`config.mk`:
```
export PLATFORM = sky130hd
export DESIGN_NAME = ide_busmaster_regs
export DESIGN_NICKNAME = d
export VERILOG_FILES = /design/src/rtl/ide_bm_pkg.sv /design/src/rtl/ide_bm_rst_sync.sv /design/src/rtl/ide_bm_chan.sv /design/src/rtl/ide_bm_irq.sv /design/src/rtl/ide_busmaster_regs.sv
export SDC_FILE = /design/constraint.sdc
export NUM_CORES = 1
export LEC_CHECK = 0
export CORE_ASPECT_RATIO = 1.1
export CORE_MARGIN = 2
export CORE_UTILIZATION = 30
export CTS_BUF_LIST = sky130_fd_sc_hd__clkbuf_2 sky130_fd_sc_hd__clkbuf_4 sky130_fd_sc_hd__clkbuf_8
export DETAILED_ROUTE_END_ITERATION = 10
export PLACE_DENSITY = 0.55
export SLEW_MARGIN = 20
export SYNTH_ARGS = -nofsm -noshare
export SYNTH_HDL_FRONTEND = slang
export SYNTH_HIERARCHICAL = 1
export SYNTH_SLANG_ARGS = --single-unit
```
`constraint.sdc`:
```
create_clock -name clk -period 3.5 [get_ports clk]
set_input_delay 0.7 -clock clk [delete_from_list [all_inputs] [get_ports clk]]
set_output_delay 0.7 -clock clk [all_outputs]
set_load 0.05 [all_outputs]
```
`src/rtl/ide_bm_pkg.sv`:
```
package ide_bm_pkg;

  typedef enum logic [1:0] {
    SZ_BYTE  = 2'd0,
    SZ_WORD  = 2'd1,
    SZ_DWORD = 2'd2,
    SZ_RSVD  = 2'd3
  } acc_size_e;

  localparam logic [7:0] CMD_KEEP   = 8'h09;  // start (bit 0), direction (bit 3)
  localparam logic [7:0] STS_PLAIN  = 8'h60;  // bits written directly
  localparam logic [7:0] STS_W1C    = 8'h06;  // error, interrupt
  localparam logic [7:0] STS_ACTIVE = 8'h01;
  localparam logic [7:0] LINE_RST   = 8'h0E;
  localparam logic [7:0] LINE_WMASK = 8'h0F;
  localparam logic [7:0] PIN_VALUE  = 8'h01;

  function automatic logic [31:0] size_ones(acc_size_e sz);
    case (sz)
      SZ_BYTE:  size_ones = 32'h0000_00FF;
      SZ_WORD:  size_ones = 32'h0000_FFFF;
      default:  size_ones = 32'hFFFF_FFFF;
    endcase
  endfunction

  function automatic logic [3:0] size_lanes(acc_size_e sz);
    case (sz)
      SZ_BYTE:  size_lanes = 4'b0001;
      SZ_WORD:  size_lanes = 4'b0011;
      SZ_DWORD: size_lanes = 4'b1111;
      default:  size_lanes = 4'b0000;
    endcase
  endfunction

endpackage

```
`src/rtl/ide_bm_rst_sync.sv`:
```
module ide_bm_rst_sync #(
  parameter int STAGES = 2
) (
  input  logic clk,
  input  logic rst_n_in,
  output logic rst_n_out
);

  logic [STAGES-1:0] sync_q;
  logic [STAGES-1:0] sync_d;

  always_comb begin
    sync_d = {sync_q[STAGES-2:0], 1'b1};
  end

  always_ff @(posedge clk or negedge rst_n_in) begin
    if (!rst_n_in) sync_q <= '0;
    else           sync_q <= sync_d;
  end

  assign rst_n_out = sync_q[STAGES-1];

endmodule

```
`src/rtl/ide_bm_chan.sv`:
```
module ide_bm_chan
  import ide_bm_pkg::*;
#(
  parameter int ADDR_BITS = 32
) (
  input  logic                 clk,
  input  logic                 rst_n,
  input  logic                 cmd_we,
  input  logic                 sts_we,
  input  logic [7:0]           wbyte,
  input  logic [ADDR_BITS/8-1:0] prd_lanes,
  input  logic [ADDR_BITS-1:0] prd_wdata,
  input  logic                 set_act,
  input  logic                 set_err,
  input  logic                 set_int,
  output logic [7:0]           cmd_q,
  output logic [7:0]           sts_q,
  output logic [ADDR_BITS-1:0] prd_q
);

  localparam int LANES = ADDR_BITS / 8;

  logic [7:0]           cmd_d;
  logic [7:0]           sts_d;
  logic [ADDR_BITS-1:0] prd_d;
  logic                 cmd_en;
  logic                 sts_en;
  logic                 prd_en;

  // command and status next state
  always_comb begin
    cmd_d = cmd_q;
    sts_d = sts_q;
    if (cmd_we) begin
      cmd_d = wbyte & CMD_KEEP;
      if (!wbyte[0]) sts_d = sts_d & ~STS_ACTIVE;
    end
    if (sts_we) begin
      sts_d = (wbyte & STS_PLAIN) | (sts_q & STS_ACTIVE) | (sts_q & ~wbyte & STS_W1C);
    end
    sts_d[0] = sts_d[0] | set_act;
    sts_d[1] = sts_d[1] | set_err;
    sts_d[2] = sts_d[2] | set_int;
  end

  // descriptor base: per-lane merge
  generate
    for (genvar ln = 0; ln < LANES; ln++) begin : g_lane
      if (ln == 0) begin : g_low
        always_comb begin
          prd_d[7:0] = prd_lanes[0] ? {prd_wdata[7:2], 2'b00} : prd_q[7:0];
        end
      end else begin : g_hi
        always_comb begin
          prd_d[ln*8 +: 8] = prd_lanes[ln] ? prd_wdata[ln*8 +: 8] : prd_q[ln*8 +: 8];
        end
      end
    end
  endgenerate

  assign cmd_en = cmd_we;
  assign sts_en = cmd_we | sts_we | set_act | set_err | set_int;
  assign prd_en = |prd_lanes;

  always_ff @(posedge clk or negedge rst_n) begin
    if (!rst_n)      cmd_q <= '0;
    else if (cmd_en) cmd_q <= cmd_d;
  end

  always_ff @(posedge clk or negedge rst_n) begin
    if (!rst_n)      sts_q <= '0;
    else if (sts_en) sts_q <= sts_d;
  end

  always_ff @(posedge clk or negedge rst_n) begin
    if (!rst_n)      prd_q <= '0;
    else if (prd_en) prd_q <= prd_d;
  end

  AST_CMD_RSVD_ZERO: assert property (@(posedge clk) disable iff (!rst_n)
    (cmd_q & ~CMD_KEEP) == 8'h00);
  AST_STOP_CLEARS_ACTIVE: assert property (@(posedge clk) disable iff (!rst_n)
    cmd_we && !wbyte[0] && !set_act |=> !sts_q[0]);
  AST_STS_RSVD_ZERO: assert property (@(posedge clk) disable iff (!rst_n)
    (sts_q & 8'h98) == 8'h00);
  AST_ERR_HELD: assert property (@(posedge clk) disable iff (!rst_n)
    sts_q[1] && !(sts_we && wbyte[1]) |=> sts_q[1]);
  AST_ENGINE_SET_WINS: assert property (@(posedge clk) disable iff (!rst_n)
    set_int |=> sts_q[2]);
  AST_PRD_ALIGNED: assert property (@(posedge clk) disable iff (!rst_n)
    prd_q[1:0] == 2'b00);

endmodule

```
`src/rtl/ide_bm_irq.sv`:
```
module ide_bm_irq
  import ide_bm_pkg::*;
#(
  parameter int NCH = 2
) (
  input  logic           clk,
  input  logic           rst_n,
  input  logic [NCH-1:0] drive_irq,
  input  logic           line_we,
  input  logic [7:0]     line_wdata,
  output logic [NCH-1:0] flag_q,
  output logic [7:0]     line_q,
  output logic           irq_out
);

  logic [NCH-1:0] flag_d;
  logic [7:0]     line_d;

  always_comb begin
    flag_d = drive_irq;
    line_d = line_wdata & LINE_WMASK;
  end

  always_ff @(posedge clk or negedge rst_n) begin
    if (!rst_n) flag_q <= '0;
    else        flag_q <= flag_d;
  end

  always_ff @(posedge clk or negedge rst_n) begin
    if (!rst_n)       line_q <= LINE_RST;
    else if (line_we) line_q <= line_d;
  end

  assign irq_out = (|flag_q) && (line_q != 8'h00);

  AST_FLAG_FOLLOWS_DRIVE: assert property (@(posedge clk) disable iff (!rst_n)
    1'b1 |=> flag_q == $past(drive_irq));
  AST_QUIET_WITHOUT_FLAG: assert property (@(posedge clk) disable iff (!rst_n)
    !(|drive_irq) |=> !irq_out);
  AST_LINE_HI_ZERO: assert property (@(posedge clk) disable iff (!rst_n)
    line_q[7:4] == 4'h0);

endmodule

```
`src/rtl/ide_busmaster_regs.sv`:
```
module ide_busmaster_regs
  import ide_bm_pkg::*;
#(
  parameter int NCH       = 2,
  parameter int ADDR_BITS = 32
) (
  input  logic                     clk,
  input  logic                     rst_n,
  input  logic                     io_wr,
  input  logic [3:0]               io_addr,
  input  logic [1:0]               io_size,
  input  logic [31:0]              io_wdata,
  output logic [31:0]              io_rdata,
  input  logic [NCH-1:0]           eng_active_set,
  input  logic [NCH-1:0]           eng_err_set,
  input  logic [NCH-1:0]           eng_irq_set,
  input  logic [NCH-1:0]           drive_irq,
  input  logic                     line_wr,
  input  logic [7:0]               line_wdata,
  output logic [7:0]               int_line,
  output logic [7:0]               int_pin,
  output logic [NCH-1:0]           irq_flag,
  output logic [NCH-1:0]           dma_start,
  output logic [NCH-1:0]           dma_dir,
  output logic [NCH*ADDR_BITS-1:0] prd_base,
  output logic                     irq_out
);

  localparam int CH_W  = (NCH > 1) ? $clog2(NCH) : 1;
  localparam int LANES = ADDR_BITS / 8;

  logic            rst_q_n;
  acc_size_e       sz;
  logic [CH_W-1:0] ch_sel;
  logic            in_range;
  logic            sub_desc;
  logic [1:0]      off;
  logic            is_byte;
  logic [7:0]      lanes_wide;
  logic [3:0]      lanes;
  logic [31:0]     wdata_sh;

  logic [7:0]           cmd_q [NCH];
  logic [7:0]           sts_q [NCH];
  logic [ADDR_BITS-1:0] prd_q [NCH];

  ide_bm_rst_sync #(.STAGES(2)) u_rst (
    .clk       (clk),
    .rst_n_in  (rst_n),
    .rst_n_out (rst_q_n)
  );

  // address decode
  always_comb begin
    sz         = acc_size_e'(io_size);
    ch_sel     = CH_W'(io_addr[3]);
    in_range   = (int'(ch_sel) < NCH);
    sub_desc   = io_addr[2];
    off        = io_addr[1:0];
    is_byte    = (sz == SZ_BYTE);
    lanes_wide = {4'b0000, size_lanes(sz)} << off;
    lanes      = lanes_wide[3:0];
    wdata_sh   = io_wdata << {off, 3'b000};
  end

  generate
    for (genvar c = 0; c < NCH; c++) begin : g_ch
      logic hit;
      logic cmd_we;
      logic sts_we;
      logic [LANES-1:0] prd_lanes;

      always_comb begin
        hit       = io_wr && in_range && (int'(ch_sel) == c);
        cmd_we    = hit && !sub_desc && is_byte && (off == 2'd0);
        sts_we    = hit && !sub_desc && is_byte && (off == 2'd2);
        prd_lanes = (hit && sub_desc) ? LANES'(lanes) : '0;
      end

      ide_bm_chan #(.ADDR_BITS(ADDR_BITS)) u_chan (
        .clk       (clk),
        .rst_n     (rst_q_n),
        .cmd_we    (cmd_we),
        .sts_we    (sts_we),
        .wbyte     (io_wdata[7:0]),
        .prd_lanes (prd_lanes),
        .prd_wdata (ADDR_BITS'(wdata_sh)),
        .set_act   (eng_active_set[c]),
        .set_err   (eng_err_set[c]),
        .set_int   (eng_irq_set[c]),
        .cmd_q     (cmd_q[c]),
        .sts_q     (sts_q[c]),
        .prd_q     (prd_q[c])
      );

      assign dma_start[c] = cmd_q[c][0];
      assign dma_dir[c]   = cmd_q[c][3];
      assign prd_base[c*ADDR_BITS +: ADDR_BITS] = prd_q[c];
    end
  endgenerate

  // read path
  always_comb begin
    io_rdata = 32'h0000_0000;
    if (!in_range) begin
      io_rdata = size_ones(sz);
    end else if (!sub_desc) begin
      if (!is_byte) begin
        io_rdata = size_ones(sz);
      end else begin
        case (off)
          2'd0:    io_rdata = {24'h0, cmd_q[ch_sel]};
          2'd2:    io_rdata = {24'h0, sts_q[ch_sel]};
          default: io_rdata = 32'h0000_00FF;
        endcase
      end
    end else if (sz == SZ_RSVD) begin
      io_rdata = 32'hFFFF_FFFF;
    end else begin
      io_rdata = (32'(prd_q[ch_sel]) >> {off, 3'b000}) & size_ones(sz);
    end
  end

  ide_bm_irq #(.NCH(NCH)) u_irq (
    .clk        (clk),
    .rst_n      (rst_q_n),
    .drive_irq  (drive_irq),
    .line_we    (line_wr),
    .line_wdata (line_wdata),
    .flag_q     (irq_flag),
    .line_q     (int_line),
    .irq_out    (irq_out)
  );

  assign int_pin = PIN_VALUE;

  AST_WIDE_CTL_WRITE_IGNORED: assert property (@(posedge clk) disable iff (!rst_q_n)
    io_wr && !sub_desc && !is_byte |=> $stable(dma_start) && $stable(dma_dir));
  AST_CTL_NO_DESC_CHANGE: assert property (@(posedge clk) disable iff (!rst_q_n)
    io_wr && !sub_desc |=> $stable(prd_base));
  AST_RESET_CLEAR: assert property (@(posedge clk)
    !rst_q_n |-> (prd_base == '0) && (dma_start == '0) && (irq_flag == '0));

endmodule

```
==> impl_metrics.py <==
metrics = {
    "sta": {
        "fin_worst_skew_ns": 0.01126,
        "hold_slack_ns": 0.3213,
        "period_share": 0.9666,
        "drv_slew": 0,
        "hold_viol": 0,
        "grt_setup_unrepaired": "true",
        "slew_headroom": 0.2831,
        "tightest_slew_ns": 1.070,
        "finalSetupViolations": 0,
        "max_freq_mhz": 295.6,
        "period_needed_ns": 3.383,
    },
    "outcome": {
        "outcome": "completed",
    },
    "clocking": {
        "cts_max_level": 3,
        "clockBufferDepth": 2,
        "holdBufCountCts": 0,
        "cts_tree": "done",
        "clkTransAtPathRegs_ns": 0.09,
        "insertion_delay_ns": 0.37,
        "clock-sinks": 82,
        "cts_root_buf": "clkbuf_8",
        "cts_buffers": 9,
    },
    "layout": {
        "mostFrequentLayoutCell": "clkdlybuf4s50_1",
        "multi_input_area_um2": 3154,
        "antenna_cells": 0,
        "seqCellArea_um2": 2059,
        "layout.nets": 712,
        "final_cell_mix": "clkdlybuf4s50_1, dfrtp_1, mux2_4, nor2_1, mux2i_1",
        "syn2layout_area_growth_pct": 36.09,
        "n_fill_cell": 1770,
        "drive_gt1_frac": 0.2783,
    },
    "critical_path": {
        "cp.arrival_ns": 2.68,
        "worstSetupEndpointType": "primary output",
        "worstSetupPathType": "in -> out",
        "cp-start-kind": "primary input",
        "required_ns": 2.80,
        "reg2reg_depth": 1,
        "r2r_slack_ns": 2.54,
        "cp_max_fo": 8,
    },
    "die": {
        "io_pins": 177,
        "core_um2": 18350,
        "chipHeight_um": 147.3,
        "initial_core_util": 0.3052,
        "die_w_um": 134.3,
        "rows": 52,
        "dieArea_um2": 19770,
    },
    "placed_design": {
        "io_buffers": 156,
        "dp_hpwl_um": 13960,
        "routabilityCongestion": 0.8771,
    },
    "pwr": {
        "power.leakage_nw": 3.290,
        "ir_drop_mv": 0.3190,
        "power_density_nw_per_um2": 563.6,
        "total_power_mw": 4.294,
    },
    "drt": {
        "ant_nets": 0,
        "drc_errors": 0,
        "detail_route.first_pass.iterations": 5,
        "vias_per_cell": 4.935,
        "routed_wl_um": 18020,
        "routedWlPerCell_um": 20.09,
        "vias": 4427,
        "drt_iter0_markers": 232,
    },
    "synth": {
        "syn_avg_cell_area_um2": 11.27,
        "synthCells": 497,
        "yosys_warnings": 6,
        "netlist_area_um2": 5599,
    },
    "grt": {
        "antenna_found_initial": 0,
        "grt_usage": 0.1861,
        "global_route.usage.met2": 0.3056,
        "overflow": 0,
        "grt_pass1_wl_um": 27460,
        "use_met1": 0.2399,
        "grt_pass1_vias": 4593,
        "grt-busiest-layer": "met2",
        "grt_util_met3": 0.05141,
        "grt_max_degree": 81,
    },
    "worst_hold_path": {
        "hold_class": "reg -> async",
    },
    "flow_run": {
        "cap_violations": 0,
    },
}
-- power breakdown --
part / total [mW] / switching, mW / internal [mW]
combinational: 2.12 / 1.28 / 0.845
clock: 0.847 / 0.358 / 0.489
sequential: 1.32 / 0.193 / 1.13
-- routing by layer --
layer	share of wire	up-vias
met2	0.50	165
li1	-	2017
met1	0.42	2222
met3	0.063	23
met5	0	-
met4	0.016	0
-- through the flow --
| stage | utilization | TNS (ns) | setup slack, ns | cells | area, um^2 |
|---|---|---|---|---|---|
| finish | 0.4153 | 0 | 0.1169 | 897 | 7620 |
| global route | 0.4153 | -0.008330 | -0.008330 | 897 | 7620 |
| CTS | 0.4135 | 0 | 0.1290 | 896 | 7586 |
| detailed placement | 0.4002 | -1.393 | -0.1664 | 880 | 7342 |
| global placement | 0.4002 | -0.2979 | -0.1005 | 880 | 7342 |
| floorplan | - | 0 | 0.3692 | 526 | 5708 |
-- flip-flops by register name (all words and copies together), names as in the netlist --
signal,cells
g_ch.u_chan/prd_q,60
g_ch.u_chan/sts_q,10
g_ch.u_chan/cmd_q,4
u_irq/line_q,4
u_irq/flag_q,2
u_rst/sync_q,2
-- path summary, 6_finish.rpt --
check,from,endpoint
max reg2reg,u_rst/sync_q[1],g_ch[0].u_chan/prd_q[4]
max,io_size[0],io_rdata[24]
min reg2reg,u_rst/sync_q[1],g_ch[1].u_chan/prd_q[9]
max in group asynchronous,u_rst/sync_q[1],g_ch[0].u_chan/prd_q[4]
min in group clk,u_rst/sync_q[0],u_rst/sync_q[1]
min,u_rst/sync_q[1],g_ch[1].u_chan/prd_q[9]
-- layout make-up --
class / instances / area share
Timing Repair Buffer: 182 / 0.2427
Tap cell: 243 / 0.03990
Inverter: 3 / 0.001478
Multi-Input combinational cell: 371 / 0.4140
Clock inverter: 5 / 0.01346
Clock buffer: 11 / 0.01823
Sequential cell: 82 / 0.2703
-- worst max-delay path: stages --
cell	delay [ns]
clkdlybuf4s50_1	0.50
inv_1	0.09
ha_1	0.24
buf_4	0.16
nor4_2	0.25
buf_4	0.22
nand2b_1	0.08
a21oi_1	0.26
buf_12	0.18
-- timing repair --
action | in CTS | in global routing
buffers inserted | 0 | 0
resized for setup | 1 | 2
setup endpoints to repair | 16 | 3
hold endpoints to repair | 0 | 0
pin swaps | 0 | 0
(Power assumes the default switching activity.)
